--- src/rtl/pgaddr_pkg.sv ---
package pgaddr_pkg;
  localparam int unsigned PAGE_BITS_DEF = 833850;
  localparam int unsigned GRP_W_DEF     = 6;
  localparam int unsigned PG_W_DEF      = 5;
  localparam int unsigned PG_SHIFT_DEF  = 4;
  localparam int unsigned OFS_W_DEF     = 20;
  localparam int unsigned ADDR_W_DEF    = 35;
  localparam int unsigned BIT_W_DEF     = 9;

  typedef enum logic [1:0] {
    ST_IDLE = 2'd0,
    ST_MUL  = 2'd1,
    ST_ADD  = 2'd2
  } mac_state_e;
endpackage

--- src/rtl/pgaddr_capture.sv ---
module pgaddr_capture #(
  parameter int unsigned GRP_W     = pgaddr_pkg::GRP_W_DEF,
  parameter int unsigned PG_W      = pgaddr_pkg::PG_W_DEF,
  parameter int unsigned PG_SHIFT  = pgaddr_pkg::PG_SHIFT_DEF,
  parameter int unsigned OFS_W     = pgaddr_pkg::OFS_W_DEF,
  parameter int unsigned PAGE_BITS = pgaddr_pkg::PAGE_BITS_DEF,
  parameter int unsigned IDX_W     = GRP_W + PG_SHIFT + 1
) (
  input  logic             clk,
  input  logic             rst,
  input  logic             load,
  input  logic [GRP_W-1:0] grp,
  input  logic [PG_W-1:0]  page,
  input  logic [OFS_W-1:0] ofs,
  output logic [IDX_W-1:0] idx,
  output logic [OFS_W-1:0] ofs_q,
  output logic             oob_q
);
  localparam logic [OFS_W-1:0] PAGE_LIM = OFS_W'(PAGE_BITS);
  localparam logic [PG_W-1:0]  PG_LIM   = PG_W'(1 << PG_SHIFT);

  // flat page index: group scaled by pages per group, plus page
  function automatic logic [IDX_W-1:0] page_index(input logic [GRP_W-1:0] g,
                                                   input logic [PG_W-1:0]  p);
    return IDX_W'({g, {PG_SHIFT{1'b0}}}) + IDX_W'(p);
  endfunction

  function automatic logic range_bad(input logic [PG_W-1:0]  p,
                                     input logic [OFS_W-1:0] o);
    return (o >= PAGE_LIM) || (p >= PG_LIM);
  endfunction

  assign idx = page_index(grp, page);

  always_ff @(posedge clk) begin
    if (rst) begin
      ofs_q <= '0;
      oob_q <= 1'b0;
    end else if (load) begin
      ofs_q <= ofs;
      oob_q <= range_bad(page, ofs);
    end
  end
endmodule

--- src/rtl/pgaddr_mac.sv ---
module pgaddr_mac
  import pgaddr_pkg::*;
#(
  parameter int unsigned IDX_W     = 11,
  parameter int unsigned OFS_W     = pgaddr_pkg::OFS_W_DEF,
  parameter int unsigned ADDR_W    = pgaddr_pkg::ADDR_W_DEF,
  parameter int unsigned PAGE_BITS = pgaddr_pkg::PAGE_BITS_DEF
) (
  input  logic              clk,
  input  logic              rst,
  input  logic              go,
  input  logic [IDX_W-1:0]  idx,
  input  logic [OFS_W-1:0]  ofs,
  output logic [ADDR_W-1:0] acc,
  output logic              busy,
  output logic              done,
  output logic              mul_step,
  output logic              add_step
);
  localparam int unsigned CNT_W = $clog2(IDX_W + 1);
  localparam logic [CNT_W-1:0]  LAST_CNT = CNT_W'(IDX_W - 1);
  localparam logic [ADDR_W-1:0] PAGE_V   = ADDR_W'(PAGE_BITS);

  mac_state_e        st;
  logic [IDX_W-1:0]  sh;
  logic [CNT_W-1:0]  cnt;

  // one multiplier step, index MSB first
  function automatic logic [ADDR_W-1:0] mac_step(input logic [ADDR_W-1:0] a,
                                                 input logic              b);
    return {a[ADDR_W-2:0], 1'b0} + (b ? PAGE_V : '0);
  endfunction

  assign busy     = (st != ST_IDLE);
  assign mul_step = (st == ST_MUL);
  assign add_step = (st == ST_ADD);

  always_ff @(posedge clk) begin
    if (rst) begin
      st   <= ST_IDLE;
      acc  <= '0;
      sh   <= '0;
      cnt  <= '0;
      done <= 1'b0;
    end else begin
      done <= 1'b0;
      unique case (st)
        ST_IDLE: begin
          if (go) begin
            sh  <= idx;
            acc <= '0;
            cnt <= '0;
            st  <= ST_MUL;
          end
        end
        ST_MUL: begin
          acc <= mac_step(acc, sh[IDX_W-1]);
          sh  <= {sh[IDX_W-2:0], 1'b0};
          cnt <= cnt + 1'b1;
          if (cnt == LAST_CNT) st <= ST_ADD;
        end
        ST_ADD: begin
          acc  <= acc + ADDR_W'(ofs);
          st   <= ST_IDLE;
          done <= 1'b1;
        end
        default: st <= ST_IDLE;
      endcase
    end
  end
endmodule

--- src/rtl/pgaddr_top.sv ---
module pgaddr_top #(
  parameter int unsigned GRP_W     = pgaddr_pkg::GRP_W_DEF,
  parameter int unsigned PG_W      = pgaddr_pkg::PG_W_DEF,
  parameter int unsigned PG_SHIFT  = pgaddr_pkg::PG_SHIFT_DEF,
  parameter int unsigned OFS_W     = pgaddr_pkg::OFS_W_DEF,
  parameter int unsigned ADDR_W    = pgaddr_pkg::ADDR_W_DEF,
  parameter int unsigned BIT_W     = pgaddr_pkg::BIT_W_DEF,
  parameter int unsigned PAGE_BITS = pgaddr_pkg::PAGE_BITS_DEF
) (
  input  logic                    clk,
  input  logic                    rst,
  input  logic                    start,
  input  logic [GRP_W-1:0]        grp_i,
  input  logic [PG_W-1:0]         page_i,
  input  logic [OFS_W-1:0]        ofs_i,
  output logic                    busy_o,
  output logic                    done_o,
  output logic                    oob_o,
  output logic [ADDR_W-BIT_W-1:0] word_o,
  output logic [BIT_W-1:0]        bit_o
);
  localparam int unsigned IDX_W = GRP_W + PG_SHIFT + 1;

  logic              accept_evt;
  logic              mul_evt;
  logic              add_evt;
  logic [IDX_W-1:0]  idx_w;
  logic [OFS_W-1:0]  ofs_w;
  logic [ADDR_W-1:0] acc_w;

  assign accept_evt = start && !busy_o;

  pgaddr_capture #(
    .GRP_W(GRP_W), .PG_W(PG_W), .PG_SHIFT(PG_SHIFT),
    .OFS_W(OFS_W), .PAGE_BITS(PAGE_BITS), .IDX_W(IDX_W)
  ) u_cap (
    .clk(clk), .rst(rst), .load(accept_evt),
    .grp(grp_i), .page(page_i), .ofs(ofs_i),
    .idx(idx_w), .ofs_q(ofs_w), .oob_q(oob_o)
  );

  pgaddr_mac #(
    .IDX_W(IDX_W), .OFS_W(OFS_W), .ADDR_W(ADDR_W), .PAGE_BITS(PAGE_BITS)
  ) u_mac (
    .clk(clk), .rst(rst), .go(accept_evt),
    .idx(idx_w), .ofs(ofs_w), .acc(acc_w),
    .busy(busy_o), .done(done_o),
    .mul_step(mul_evt), .add_step(add_evt)
  );

  assign word_o = acc_w[ADDR_W-1:BIT_W];
  assign bit_o  = acc_w[BIT_W-1:0];
endmodule

--- config.mk ---
export PLATFORM = sky130hd
export DESIGN_NAME = pgaddr_top
export DESIGN_NICKNAME = d
export VERILOG_FILES = /design/src/rtl/pgaddr_pkg.sv /design/src/rtl/pgaddr_capture.sv /design/src/rtl/pgaddr_mac.sv /design/src/rtl/pgaddr_top.sv
export SDC_FILE = /design/constraint.sdc
export NUM_CORES = 1
export LEC_CHECK = 0
export BUFFER_PORTS_ARGS = -buffer_cell sky130_fd_sc_hd__buf_4
export CAP_MARGIN = 10
export CORE_MARGIN = 10
export CORE_UTILIZATION = 30
export CTS_CLUSTER_DIAMETER = 150
export CTS_CLUSTER_SIZE = 14
export DETAILED_ROUTE_END_ITERATION = 7
export GPL_TIMING_DRIVEN = 0
export PLACE_DENSITY = 0.46
export SYNTH_ARGS = -nofsm -noshare
export SYNTH_HDL_FRONTEND = slang
export SYNTH_HIERARCHICAL = 1
export SYNTH_SLANG_ARGS = --single-unit
--- constraint.sdc ---
create_clock -name clk -period 3.07 [get_ports clk]
set_input_delay 0.4605 -clock clk [delete_from_list [all_inputs] [get_ports clk]]
set_output_delay 0.4605 -clock clk [all_outputs]
set_load 0.01 [all_outputs]
# Yosys cells after proc, flatten, opt, wreduce, memory -nomap -nowiden
# Index checks and enable logic that the tools add are counted.
# word_totals
register_bits,74
in_bits,34
output_inout_bits,38
elab_cells,39
# op_classes
n_addsub,4
order_cmp,2
eq_ne,5
muxes,11
n_reduce_logical,10
# ops
cell,count
case mux 35 bit (3 select lines),1
adder 35 x 20 -> 35 bit,1
adder 35 bit,1
two-way mux 35 bit,1
case mux 11 bit (2 select lines),1
>= comparator 20 bit (second input constant),1
two-way mux 20 bit,1
adder 10 x 5 -> 11 bit,1
two-way mux 11 bit,1
case mux 4 bit (2 select lines),1
AND reduction 2 bit,3
>= comparator 5 bit (second input constant),1
adder 4 x 1 -> 4 bit (second input constant),1
== test 4 bit (second input constant),1
two-way mux 2 bit,2
two-way mux 4 bit,1
case mux 2 bit (2 select lines),1
nonzero test 2 bit,2
nonzero test 3 bit,1
== test 2 x 1 -> 1 bit (second input constant),1
== test 2 bit (second input constant),1
zero test 2 bit,1
!= test 2 x 1 -> 1 bit (second input constant),1
!= test 2 bit (second input constant),1
other kinds (4),4

# Depth between registers and ports, before layout
# Gate-level depths: netlist of the first run.
# logic_depth
ltp_word,5
depth_mapped,12
depth_no_buf,11

# Cells and area by module
# Netlist of the first run, hierarchy kept.
# modules_own_cells
mod,n_inst,cells_each,area_each_um2,seq_area_each_um2
pgaddr_mac,1,540,4325.4,1061.0
pgaddr_capture,1,95,928.4,420.4
pgaddr_top,1,1,13.8,0.0

# Least setup slack after synthesis of the first run
# OpenSTA, ideal clock, no wires.
# synth_path
path_kind,flip-flop to flip-flop
startpoint,register u_mac.acc[0]
endpoint,register u_mac.acc[26]
setup_ns,0.079
t_arrival_ns,2.692
required_ns,2.991
slack_ns,0.299
path_stages_with_launch,12
path_buffers,0
period_less_slack_ns,2.771
cell_sequence,dfxtp_1 ha_1 inv_1 fa_1 nand2b_1 a21oi_1 nor4b_2 o31ai_4 a311oi_4 or3_4 or3_1 o211ai_1
# synth_between
elab_chain_cells,2
elab_cells_between_ends,3
classes_between,2 x add/sub; 1 x mux
# synth_lines
item,line_no,rtl
from (decl),pgaddr_mac.sv:14,"output logic [ADDR_W-1:0] acc,"
from (signal assigned),pgaddr_mac.sv:57,"acc <= mac_step(acc, sh[IDX_W-1]);"
from (signal assigned),pgaddr_mac.sv:63,acc <= acc + ADDR_W'(ofs);
adder 35 x 20 -> 35 bit / adder 35 bit (equally long branches),"pgaddr_mac.sv:63, pgaddr_mac.sv:31",
case mux 35 bit (3 select lines) *,pgaddr_mac.sv:47,unique case (st)
# Mark *: on every way between the ends. The rest lies on a longest branch, timed or not.
# A chain may end at the register's enable or synchronous reset.

# Final worst setup path of the first run
# Ends and elaborated chain as after synthesis.

==> reports/results.txt, run 1 <==
The flow ran to the end, and the final reports show no timing, DRC or antenna violations. For this design, the sink count on the clock tree is 74. The tools report the startpoint kind of the worst setup timing path as a flop. The first-iteration detailed-routing DRC count is 297. The run gives -0.157 ns as the setup slack after placement. For the starting utilization of the core area, the log shows 30.6%. By area the synthesized netlist is led by sky130_fd_sc_hd__dfxtp_1, sky130_fd_sc_hd__ha_1, sky130_fd_sc_hd__mux2i_1. The floorplan step set the die width to 153 µm.

In this run the tightest slew margin relative to its limit is 56.8%. The number of max-cap violations was 0; the maximum level of the CTS H-tree was 3. The startpoint identified for the worst hold timing path is rst.

The design draws 0.00259 W. Including well taps, the total number of placed cells is 928. The die footprint was 23300 µm².

Compound-cell area share of the yosys netlist: 23.6%. TritonCTS built the clock tree. In this run the power spent charging and discharging nets is 0.000728 W. The root buffer cell was sky130_fd_sc_hd__clkbuf_16.

The worst endpoint required time is 3.33 ns, and the peak supply drop is 286 µV. Clock-pin slew was measured on the worst setup and hold paths at 0.06 ns. The worst reg2reg path startpoint is u_mac/acc[0].

The critical path is of the flop to flop type. The overall die height works out to 153 µm. In the synthesized netlist the async set-or-reset flop fraction comes to 0%. The total via count after detailed routing was 5086; the clock period minus worst slack was 2.98 ns. During placement, the flow inserted port buffers numbering 67. Along the worst hold path, the cell count comes to 2. For the final weighted congestion in routability-driven placement, the log shows 0.840. The post-detailed-routing wire length is 16.5 mm. In this run, flip-flops and latches consume 40.6% of the power. The clock reaches the later pin of the worst-skew pair after 0.34 ns. The net count of the finished layout was 790. Cell internal power was estimated by the tool at 0.00186 W.

Switching part of the total power: 28.1%. After layout, the worst path uses 96.9% of the clock period. Sequential elements use 28.1% of the synthesized area. For the maximum number of pins on one net before global-route repair, the log shows 13. The slack of the worst reg-to-reg path was 0.09 ns; the post-synthesis xor/xnor area fraction was 8.48%. Static timing analysis puts the maximum clock frequency at 336 MHz.

For the wire length of the first global-routing pass, the log shows 26.5 mm. The mux share of post-synthesis cell area came out at 5.91%. The number of iterations in the first detailed-routing pass was 5; the final cell utilization of the core was 37.2%.

After detailed routing, the average wire length per cell comes to 17.5 µm. The adder-cell share of the synthesized area came out at 9.64%. The final global-route overflow total is 0, and the number of cells on the worst reg-to-reg path is 11. By area, the combinational part of the netlist is dominated by compound AO/OA/AOI/OAI gates.

The simple-gate area share of the yosys netlist was 20.3%. The remaining antenna violation count after routing is 0. The logs give 0 for the number of antenna violations at the first check in global routing and 9 for the number of buffers added by the clock tree synthesis step. Dividing the synthesized area by the synthesized cell count gives 8.28 µm². Synthesized instance count: 636.

For hold timing, the worst endpoint is u_cap/oob_q. During synthesis, Yosys emitted a total of 6 warnings. The number of global-route vias before repair is 4941, and the critical-path maximum fanout is 6. The standard cell core area was 17200 µm²; the part of the total power dissipated in combinational logic was 17.1%.

The worst endpoint data arrival time is 3.24 ns, and the number of top-level pins is 72. Counting flops with a built-in enable in the synthesized netlist gives 0. The number of cell rows came out at 48. Yosys mapped the design onto 72 distinct sky130hd cell types. The run gives 0 as the number of slew-limit violations in the final report.

Of all cell types, the one taking the most synthesized area is sky130_fd_sc_hd__dfxtp_1. The area growth from synthesis to layout is 21.9%. The cell area that synthesis handed to floorplanning was 5270 µm². The synthesized design contains 74 register bits. Of the cells placed in the final design, the portion with a size suffix greater than 1 is 17.8%. For the total negative setup slack, the log shows 0 ns.

For the maximum root-to-sink buffer count, the log shows 2. In the global route stage, overall resource usage came out at 13.7%. STA classifies the critical path endpoint as a flop. Once detailed placement completed, the half-perimeter wirelength came to 12.8 mm. In this run, post-CTS hold repair placed 0 buffers. The post-route non-filler standard cell count is 946. The tools report the number of design rule violations left after detail routing as 0.

In this run the static leakage power is 2.67 nW. The setup violation total in the final timing report is 0. The actual slew at the worst max-slew pin came out at 0.648 ns. The tightest min-delay check is of the input pin to flop type. The share of synthesized area in the top cell type comes to 28.1%. The count of inserted antenna diode cells is 0, and the power per standard cell area is 404 nW/µm². The endpoint identified for the worst register-to-register timing path is u_mac/acc[26]. Dividing the detail-routed via count by the number of cells gives 5.38. In this run, the clock network consumes 42.3% of the power. Setup slack on the critical path of the routed design comes to 0.0944 ns. Among all flip-flop cells after synthesis, the most frequent one is sky130_fd_sc_hd__dfxtp_1.

Across the routed clock network, the largest skew measured is 0.00550 ns. The number of hold violations in the final report is 0, and the number of nets produced by synthesis is 710.
[synth_stat cells, drive strengths merged (13+ instances only)]
| cell | instances |
|---|---|
| xor2 | 28 |
| a211oi | 17 |
| xnor2 | 23 |
| ha | 39 |
| inv | 15 |
| nand2 | 46 |
| dfxtp | 74 |
| nand3 | 27 |
| clkbuf | 19 |
| buf | 13 |
| o21ai | 35 |
| nor2 | 68 |
| a21oi | 33 |
| mux2i | 30 |
[kinds of logic (layout without fill, tap and decap cells)]
kind of cell,count (synthesis),after routing
AO/OA/AOI/OAI,177,177
XOR/XNOR,51,51
adder cells (fa/ha/maj),40,40
buffers and inverters,47,132
flip-flops,74,74
multiplexers,31,31
AND/OR/NAND/NOR,216,216
[critical path, stage by stage (launching register included)]
cell	delay, ns
sky130_fd_sc_hd__dfxtp_2	0.38
sky130_fd_sc_hd__ha_1	0.17
sky130_fd_sc_hd__inv_1	0.05
sky130_fd_sc_hd__fa_1	0.38
sky130_fd_sc_hd__nand2b_4	0.18
sky130_fd_sc_hd__a21oi_4	0.19
sky130_fd_sc_hd__nor4b_2	0.10
sky130_fd_sc_hd__o31ai_4	0.38
sky130_fd_sc_hd__a311oi_4	0.20
sky130_fd_sc_hd__or3_4	0.45
sky130_fd_sc_hd__or3_1	0.31
sky130_fd_sc_hd__o211ai_1	0.10
[worst max-delay path by stage]
stage                          to         start  slack [ns]
detailed placement  u_mac/acc[26]  u_mac/acc[0]       -0.16
floorplan           u_mac/acc[26]  u_mac/acc[0]        0.30
CTS                 u_mac/acc[26]  u_mac/acc[0]     -0.0007
global placement    u_mac/acc[26]  u_mac/acc[0]       -0.11
finish              u_mac/acc[26]  u_mac/acc[0]        0.09
global route        u_mac/acc[26]  u_mac/acc[0]     -0.0005
[final cells by class]
cell class	count	area (µm²)
multi-input cells	515	3620
clock buffers	11	253
well taps	225	282
flip-flops and latches	74	1490
clock inverters	5	52.6
inverters	15	56.3
fillers	1801	10800
repair buffers	69	518
plain buffers	32	154
[layer usage]
metal,vias to the layer above,wire (µm),GRT usage [%]
met5,-,0,0
met4,0,323,5.54
met3,16,953,2.62
met2,148,7290,20.9
met1,2407,7970,18.5
li1,2515,-,-
[stage by stage]
| stage | hold slack (ns) | area [µm²] |
|---|---|---|
| after floorplan | 0.467 | 5270 |
| after global placement | 0.484 | 6050 |
| after detailed placement | 0.493 | 6050 |
| after CTS | 0.356 | 6360 |
| after global routing | 0.374 | 6420 |
| final | 0.360 | 6420 |
[sequential cells by signal (all words and copies together) (netlist names)]
name	count
u_mac/cnt	4
u_cap/ofs_q	20
u_cap/oob_q	1
u_mac/acc	35
u_mac/st	2
u_mac/done	1
u_mac/sh	11
[power groups by stage]
stage          Clock (W)  Sequential [W]  Combinational [W]
6_report         0.00110         0.00105           0.000444
5_1_grt          0.00118         0.00106           0.000496
4_1_cts          0.00113         0.00105           0.000440
3_5_place_dp           0         0.00107           0.000438
3_3_place_gp           0         0.00107           0.000431
2_1_floorplan          0         0.00106           0.000311
[cell usage in the layout, fill, tap and decap left out, types with 4 or more instances in the layout]
cell,Yosys,final
sky130_fd_sc_hd__nor3_1,11,11
sky130_fd_sc_hd__nor2_1,67,66
sky130_fd_sc_hd__a21oi_1,33,32
sky130_fd_sc_hd__inv_1,14,14
sky130_fd_sc_hd__clkbuf_2,0,4
sky130_fd_sc_hd__mux2i_1,30,30
sky130_fd_sc_hd__buf_4,7,76
sky130_fd_sc_hd__clkbuf_16,0,9
sky130_fd_sc_hd__nand3_1,27,27
sky130_fd_sc_hd__a21o_1,10,10
sky130_fd_sc_hd__clkbuf_1,19,16
sky130_fd_sc_hd__nand4_1,12,12
sky130_fd_sc_hd__xnor2_1,23,23
sky130_fd_sc_hd__or3_1,5,5
sky130_fd_sc_hd__a31oi_1,7,7
sky130_fd_sc_hd__and2_1,4,4
sky130_fd_sc_hd__dfxtp_1,74,70
sky130_fd_sc_hd__nor2b_1,8,8
sky130_fd_sc_hd__xor2_1,28,28
sky130_fd_sc_hd__and3_1,7,7
sky130_fd_sc_hd__o221ai_1,5,5
sky130_fd_sc_hd__o21ai_1,5,4
sky130_fd_sc_hd__or4_1,4,4
sky130_fd_sc_hd__a211o_1,4,4
sky130_fd_sc_hd__o311ai_1,6,6
sky130_fd_sc_hd__nand2_1,46,46
sky130_fd_sc_hd__a211oi_1,17,17
sky130_fd_sc_hd__o21ai_0,30,30
sky130_fd_sc_hd__a22oi_1,12,12
sky130_fd_sc_hd__dfxtp_2,0,4
sky130_fd_sc_hd__ha_1,39,39
sky130_fd_sc_hd__o211ai_1,11,11
sky130_fd_sc_hd__nand2b_1,7,6
[repair_timing]
action | 4_1_cts | 5_1_grt
setup buffers | 0 | 2
resized for setup | 2 | 16
setup endpoints to repair | 8 | 29
pin swaps | 1 | 6
(Power assumes the default switching activity.)
==> inputs of run 2 (changes only) <==
- CORE_UTILIZATION: 30 -> 45
- PLACE_DENSITY: 0.46 -> 0.64
==> reports/results.txt, run 2 (synthesis gave the netlist of run 1 again) <==
The final weighted congestion in routability-driven placement was 0.893 (+6.4%); the clock power share was 43.5% (+1.2 points). The layout cell share with drive strength beyond 1 was 17.1% (-0.67 points); the overall power consumption was 0.00265 W (+2.2%). The cell-internal power is 0.00192 W (+3.1%), and the final setup skew is 0.00377 ns (-0.00172 ns). The share of total power in sequential cells is 39.8% (-0.8 points). The number of design rule violations left after detail routing came out at 0 (unchanged). The maximum root-to-sink buffer count came out at 2 (unchanged).

On the critical path, the stage with the largest delay is an instance of sky130_fd_sc_hd__dfxtp_1. The smallest hold slack came out at 0.367 ns (+0.00615 ns). The critical path capture point type was a flop.

The post-detailed-routing wire length came out at 15.9 mm (-3.9%). The beginning of the critical path was u_mac/acc[5]. Root buffer cell: sky130_fd_sc_hd__clkbuf_16. The run gives 13 (unchanged) as the maximum number of pins on one net before global-route repair.

The insertion delay of the later-clocked pin in the worst-skew pair is 0.34 ns (about the same), and the overall die height is 128 µm (-16%). The run gives 39 (-19%) as the number of cell rows. The library cells used most frequently in the layout, excluding fill and tap cells, are sky130_fd_sc_hd__buf_4, sky130_fd_sc_hd__dfxtp_1, sky130_fd_sc_hd__nor2_1. The maximum level of the CTS H-tree was 3 (unchanged); the standard cell core area was 11400 µm² (-34%). The tools report the worst reg2reg path startpoint as u_mac/acc[5]. For the area occupied by registers, the log shows 1480 µm² (-0.17%). The worst hold path belongs to the class input pin to flop. The run gives 1074 (-40%) as the number of fillers in the final layout. The tools report the startpoint kind of the worst setup timing path as a flop.

The average wire per cell in the routed design is 18.4 µm (+5.4%). The run finished with clean final reports. Net count of the finished layout: 790 (unchanged). For the number of max-cap violations, the log shows 0 (unchanged). The delay contributed by the slowest stage of the critical path was 0.52 ns (+0.07 ns).

The number of iterations in the first detailed-routing pass is 5 (unchanged), and the count of inserted antenna diode cells is 0 (unchanged). For the final global-route overflow total, the log shows 0 (unchanged). The via density per instance is 5.93 (+10%), and the peak clock frequency supported by timing is 338 MHz (+0.56%). The power per standard cell area works out to 420 nW/µm² (+4.1%). The post-CTS clock slew at the launch and capture registers of the worst setup and hold paths was 0.06 ns (about the same); the area used by multi-input combinational logic was 3590 µm² (-0.73%).

The tools report the peak supply drop as 253 µV (-12%). The first-iteration detailed-routing DRC count was 321 (+8.1%); the wire length of the first global-routing pass was 25.6 mm (-3.1%). The total via count after detailed routing was 5118 (+0.63%). The total global routing track utilization was 19.1% (+5.4 points). The number of slew-limit violations in the final report is 0 (unchanged), and the width of the die is 128 µm (-16%). The largest register by flop count was u_mac/acc. The relative area change from synthesis to final layout is 19.6%.

The switching component of the power came out at 0.000726 W (-0.25%). The tools report the leakage component of the power as 2.66 nW (-0.21%). The tools report the HPWL reported at the end of detailed placement as 12.1 mm (-5.5%). The run gives 9 (unchanged) as the number of buffers added by the clock tree synthesis step.

The signal on the critical path passes through ha_1 > buf_4 > a21o_1 > nor4b_2 > o31ai_4 > a311oi_4 > nand2b_4 > nor4_1 > a211o_1. The worst endpoint data arrival time was 3.19 ns (-0.05 ns). For the cts-stage hold buffer count, the log shows 0 (unchanged). Setup repair after global routing left no endpoint under its margin. For the worst endpoint required time, the log shows 3.30 ns (-0.03 ns). TritonCTS built the clock tree. The tools report the number of antenna violations at the first check in global routing as 0 (unchanged). The clock period minus worst slack is 2.96 ns (-0.0166 ns), and the number of global-route vias before repair is 4956 (+0.30%). For the remaining antenna violation count after routing, the log shows 0 (unchanged).

The setup violation total in the final timing report is 0 (unchanged). The actual slew at the worst max-slew pin is 0.646 ns (-0.00218 ns). The worst setup path is of the flop to flop kind. The largest registers in the layout are u_mac/acc: 35 flops, u_cap/ofs_q: 20 flops, u_mac/sh: 11 flops.

The flip-flop count of the largest register after layout was 35 (unchanged); the die footprint was 16400 µm² (-29%). The worst max-slew margin expressed relative to the limit was 56.9% (+0.15 points); the number of hold violations in the final report was 0 (unchanged). The run gives 74 (unchanged) as the TritonCTS sink count. Number of top-level pins: 72 (unchanged).

The worst hold path begins at ofs_i[10]. The critical-path maximum fanout was 8 (+2); the part of the total power dissipated in combinational logic was 16.7% (-0.4 points). The number of buffer cells added on primary ports is 67 (unchanged). The library cell used most frequently in the layout, excluding fill and tap cells, is sky130_fd_sc_hd__buf_4.

The post-route fraction of the period consumed by the critical path is 96.4% (-0.54 points). The switching part of the total power was 27.4% (-0.66 points); the starting utilization of the core area was 46.1% (+16 points).
[run 2: timing repair]
| item | 4_1_cts | 5_1_grt |
|---|---|---|
| setup buffers | 0 | 2 |
| pin swaps | 0 | 1 |
| setup endpoints to repair | 1 | 28 |
| resized for setup | 2 | 10 |
[run 2: path summary, 6_finish.rpt]
kind,end,slack [ns],cells after the start
setup / recovery,u_mac/acc[32],0.11,9
hold / removal,u_cap/ofs_q[10],0.37,3
setup reg to reg,u_mac/acc[32],0.11,9
hold reg to reg,u_mac/sh[6],0.50,2
[run 2: layout make-up]
class | instances | share of cell area [%]
plain buffers | 32 | 2.44
clock buffers | 10 | 3.79
clock inverters | 5 | 1.25
inverters | 15 | 0.894
multi-input cells | 515 | 57.0
flip-flops and latches | 74 | 23.6
well taps | 143 | 2.84
repair buffers | 69 | 8.22
[run 2: metrics by stage]
stage               setup WS (ns)  instance area, µm²  utilization, %  cells  setup TNS, ns
floorplan                   0.299                5270               -    636              0
global placement           0.0446                5950            52.1    846              0
detailed placement       -0.00222                5950            52.1    846       -0.00222
CTS                        0.0136                6270            54.9    861              0
global route             0.000444                6300            55.2    863              0
finish                      0.111                6300            55.2    863              0
[run 2: power groups by stage]
| stage | Combinational (W) | Clock (W) | Sequential, W |
|---|---|---|---|
| after floorplan | 0.000311 | 0 | 0.00106 |
| after global placement | 0.000422 | 0 | 0.00107 |
| after detailed placement | 0.000433 | 0 | 0.00107 |
| after CTS | 0.000437 | 0.00117 | 0.00105 |
| after global routing | 0.000489 | 0.00121 | 0.00106 |
| final | 0.000442 | 0.00115 | 0.00105 |
[run 2: routing by layer]
layer	global-route usage, %	wire length [µm]	share of wire (%)
met4	6.82	264	1.7
met1	24.4	7270	46
met5	0	0	0
met2	30.9	7420	47
met3	3.93	944	5.9
[run 2: worst max-delay path, delay by kind of cell (launching register included)]
| family | cells | cell delay, ns |
|---|---|---|
| AOI/OAI and AO/OA | 4 | 1.09 |
| and+or+nand+nor | 3 | 0.77 |
| DFF | 1 | 0.52 |
| adders and majority gates | 1 | 0.30 |
| buffers and inverters | 1 | 0.16 |
==> inputs of run 3 (changes only) <==
- ABC_CLOCK_PERIOD_IN_PS: default -> 3070
- PLACE_DENSITY: 0.64 -> default
==> reports/results.txt, run 3 (synthesis gave the netlist of run 1 again) <==
TritonCTS built the clock tree. The number of hold violations in the final report came out at 0 (unchanged). The final setup skew was 0.00577 ns (+0.00200 ns).

For the number of design rule violations left after detail routing, the log shows 0 (unchanged). The number of slew-limit violations in the final report was 0 (unchanged). The cell with the biggest individual delay on the critical path is sky130_fd_sc_hd__or3_4. The via density per instance was 5.87 (-1.0%); the total global routing track utilization was 18.7% (-0.37 points). The run gives 46.1% (unchanged) as the starting utilization of the core area. For the total negative setup slack, the log shows 0 ns (unchanged). The worst reg2reg path startpoint was u_mac/acc[0]. The tools report the root buffer cell as sky130_fd_sc_hd__clkbuf_16.

The post-CTS clock slew at the launch and capture registers of the worst setup and hold paths is 0.06 ns (about the same), and the wire length of the first global-routing pass is 25.2 mm (-1.6%). The number of iterations in the first detailed-routing pass is 8 (+3), and the power per standard cell area is 404 nW/µm² (-3.9%). The logs give 0 (unchanged) for the number of antenna violations at the first check in global routing and 3.22 ns (+0.03 ns) for the worst endpoint data arrival time. Die footprint: 16400 µm² (unchanged). In the layout the commonest cells are sky130_fd_sc_hd__buf_4, sky130_fd_sc_hd__dfxtp_1, sky130_fd_sc_hd__nor2_1. The final setup slack of the worst path was 0.114 ns (+0.00278 ns). The actual slew at the worst max-slew pin works out to 0.627 ns (-0.0193 ns). The run gives 15.6 mm (-1.7%) as the post-detailed-routing wire length. The critical path in this run is classified as flop to flop.

Number of cell rows: 39 (unchanged). For the number of max-cap violations, the log shows 0 (unchanged). Walking the worst path, the cells encountered are ha_1 > inv_1 > fa_1 > nand2b_1 > a21oi_4 > nor4b_4 > o31ai_4 > a311oi_4 > or3_4 > or3_1 > o211ai_1.

The run gives 846 (unchanged) as the number of instances in the placed design. Number of buffer cells added on primary ports: 67 (unchanged). The worst setup path is captured at a flop.

The leakage component of the power was 2.65 nW (-0.39%); the critical-path maximum fanout was 6 (-2). Peak supply drop: 334 µV (+32%). In the final layout, the registers with the most flip-flops are u_mac/acc: 35 flops, u_cap/ofs_q: 20 flops, u_mac/sh: 11 flops.

The final global-route overflow total came out at 0 (unchanged). The count of cells along the worst hold path came out at 2 (-1). Leaving out fill and tap cells, the most frequent cell in the layout is sky130_fd_sc_hd__buf_4. The layout cell share with drive strength beyond 1 works out to 16.8% (-0.30 points). In this design, the largest share of critical-path delay is due to simple AND/OR/NAND/NOR gates. The maximum number of pins on one net before global-route repair came out at 13 (unchanged). The final weighted congestion in routability-driven placement is 0.938 (+4.9%), and the remaining antenna violation count after routing is 0 (unchanged). The setup violation total in the final timing report came out at 0 (unchanged). For the post-route non-filler standard cell count, the log shows 864 (+0.12%). The average wire per cell in the routed design was 18.1 µm (-1.8%). The tools report the beginning of the critical path as u_mac/acc[0].

The overall die height is 128 µm (unchanged), and the flip-flop count of the largest register after layout is 35 (unchanged). The flow ran to the end, and the final reports show no timing, DRC or antenna violations. The worst setup path is launched from a flop. The TritonCTS sink count was 74 (unchanged). Setup slack after placement: -0.0193 ns (-0.0171 ns). The startpoint of the lowest-slack hold path is rst.

For the maximum root-to-sink buffer count, the log shows 2 (unchanged). The logs give 0.34 ns (about the same) for the insertion delay of the later-clocked pin in the worst-skew pair and 0 (unchanged) for the cts-stage hold buffer count. The clock period minus worst slack was 2.96 ns (-0.00278 ns). In this run the critical register-to-register path is captured at u_mac/acc[26].

The number of cells on the worst reg-to-reg path is 11 (+2), and the worst max-slew margin expressed relative to the limit is 58.2% (+1.3 points). The delay contributed by the slowest stage of the critical path is 0.45 ns (-0.07 ns), and the slack of the worst reg-to-reg path is 0.11 ns (about the same). The min-delay analysis places its worst path in the category input pin to flop. The tools report the total via count after detailed routing as 5071 (-0.92%). Largest register by flop count: u_mac/acc. The first-iteration detailed-routing DRC count is 360 (+12%). Peak clock frequency supported by timing: 338 MHz (about the same). The standard cell core area was 11400 µm² (unchanged); the HPWL reported at the end of detailed placement was 12.1 mm (-0.18%). The number of global-route vias before repair was 5188 (+4.7%); the maximum level of the CTS H-tree was 3 (unchanged). The path with the worst hold slack has its endpoint at u_cap/oob_q. The number of top-level pins was 72 (unchanged).

The post-route fraction of the period consumed by the critical path is 96.3% (about the same), and the count of buffering cells on the critical path with inverters included is 1 (unchanged). The net count of the finished layout came out at 790 (unchanged). For the count of inserted antenna diode cells, the log shows 0 (unchanged). The number of buffers added by the clock tree synthesis step is 9 (unchanged), and the width of the die is 128 µm (unchanged). The relative area change from synthesis to final layout is 19.2%. For the worst endpoint required time, the log shows 3.34 ns (+0.04 ns).
run 3: worst max path at each step:
stage	to	slack, ns	cells past startpoint
finish	u_mac/acc[26]	0.11	11
floorplan	u_mac/acc[26]	0.30	11
detailed placement	u_mac/acc[26]	-0.02	11
global placement	u_mac/acc[26]	-0.009	11
CTS	u_mac/acc[32]	0.01	9
global route	u_mac/acc[33]	-0.04	10
run 3: metrics by stage:
stage                     utilization [%]  power (W)  hold slack (ns)  cell area, µm²
after global routing                 55.0    0.00265            0.340            6280
after floorplan                         -    0.00137            0.467            5270
final                                55.0    0.00253            0.334            6280
after global placement               52.1    0.00150            0.488            5950
after CTS                            54.7    0.00257            0.323            6240
after detailed placement             52.1    0.00151            0.496            5950
run 3: timing repair:
action / 4_1_cts / 5_1_grt
buffers inserted: 0 / 2
gates cloned: 0 / 0
setup endpoints to repair: 6 / 21
gates resized for setup: 2 / 10
pin swaps: 0 / 2
run 3: power breakdown:
| part | internal (W) | switching (W) | total (W) |
|---|---|---|---|
| registers | 0.00101 | 0.0000432 | 0.00105 |
| clock network | 0.000627 | 0.000416 | 0.00104 |
| logic | 0.000183 | 0.000256 | 0.000439 |
| total | 0.00182 | 0.000715 | 0.00253 |
run 3: cell type report:
class / instances / area (µm²)
tap: 143 / 179
clock buffer: 11 / 233
timing repair buffer: 69 / 518
sequential: 74 / 1480
buffer: 32 / 154
inverter: 15 / 56.3
multi-input combinational: 515 / 3600
clock inverter: 5 / 55.1
fill: 1097 / 5140
run 3: metal layers:
metal / track usage [%] / routed length (µm)
met1: 21.4 / 6710
met2: 31.7 / 7620
met3: 5.54 / 943
met5: 0 / 0
met4: 7.75 / 350
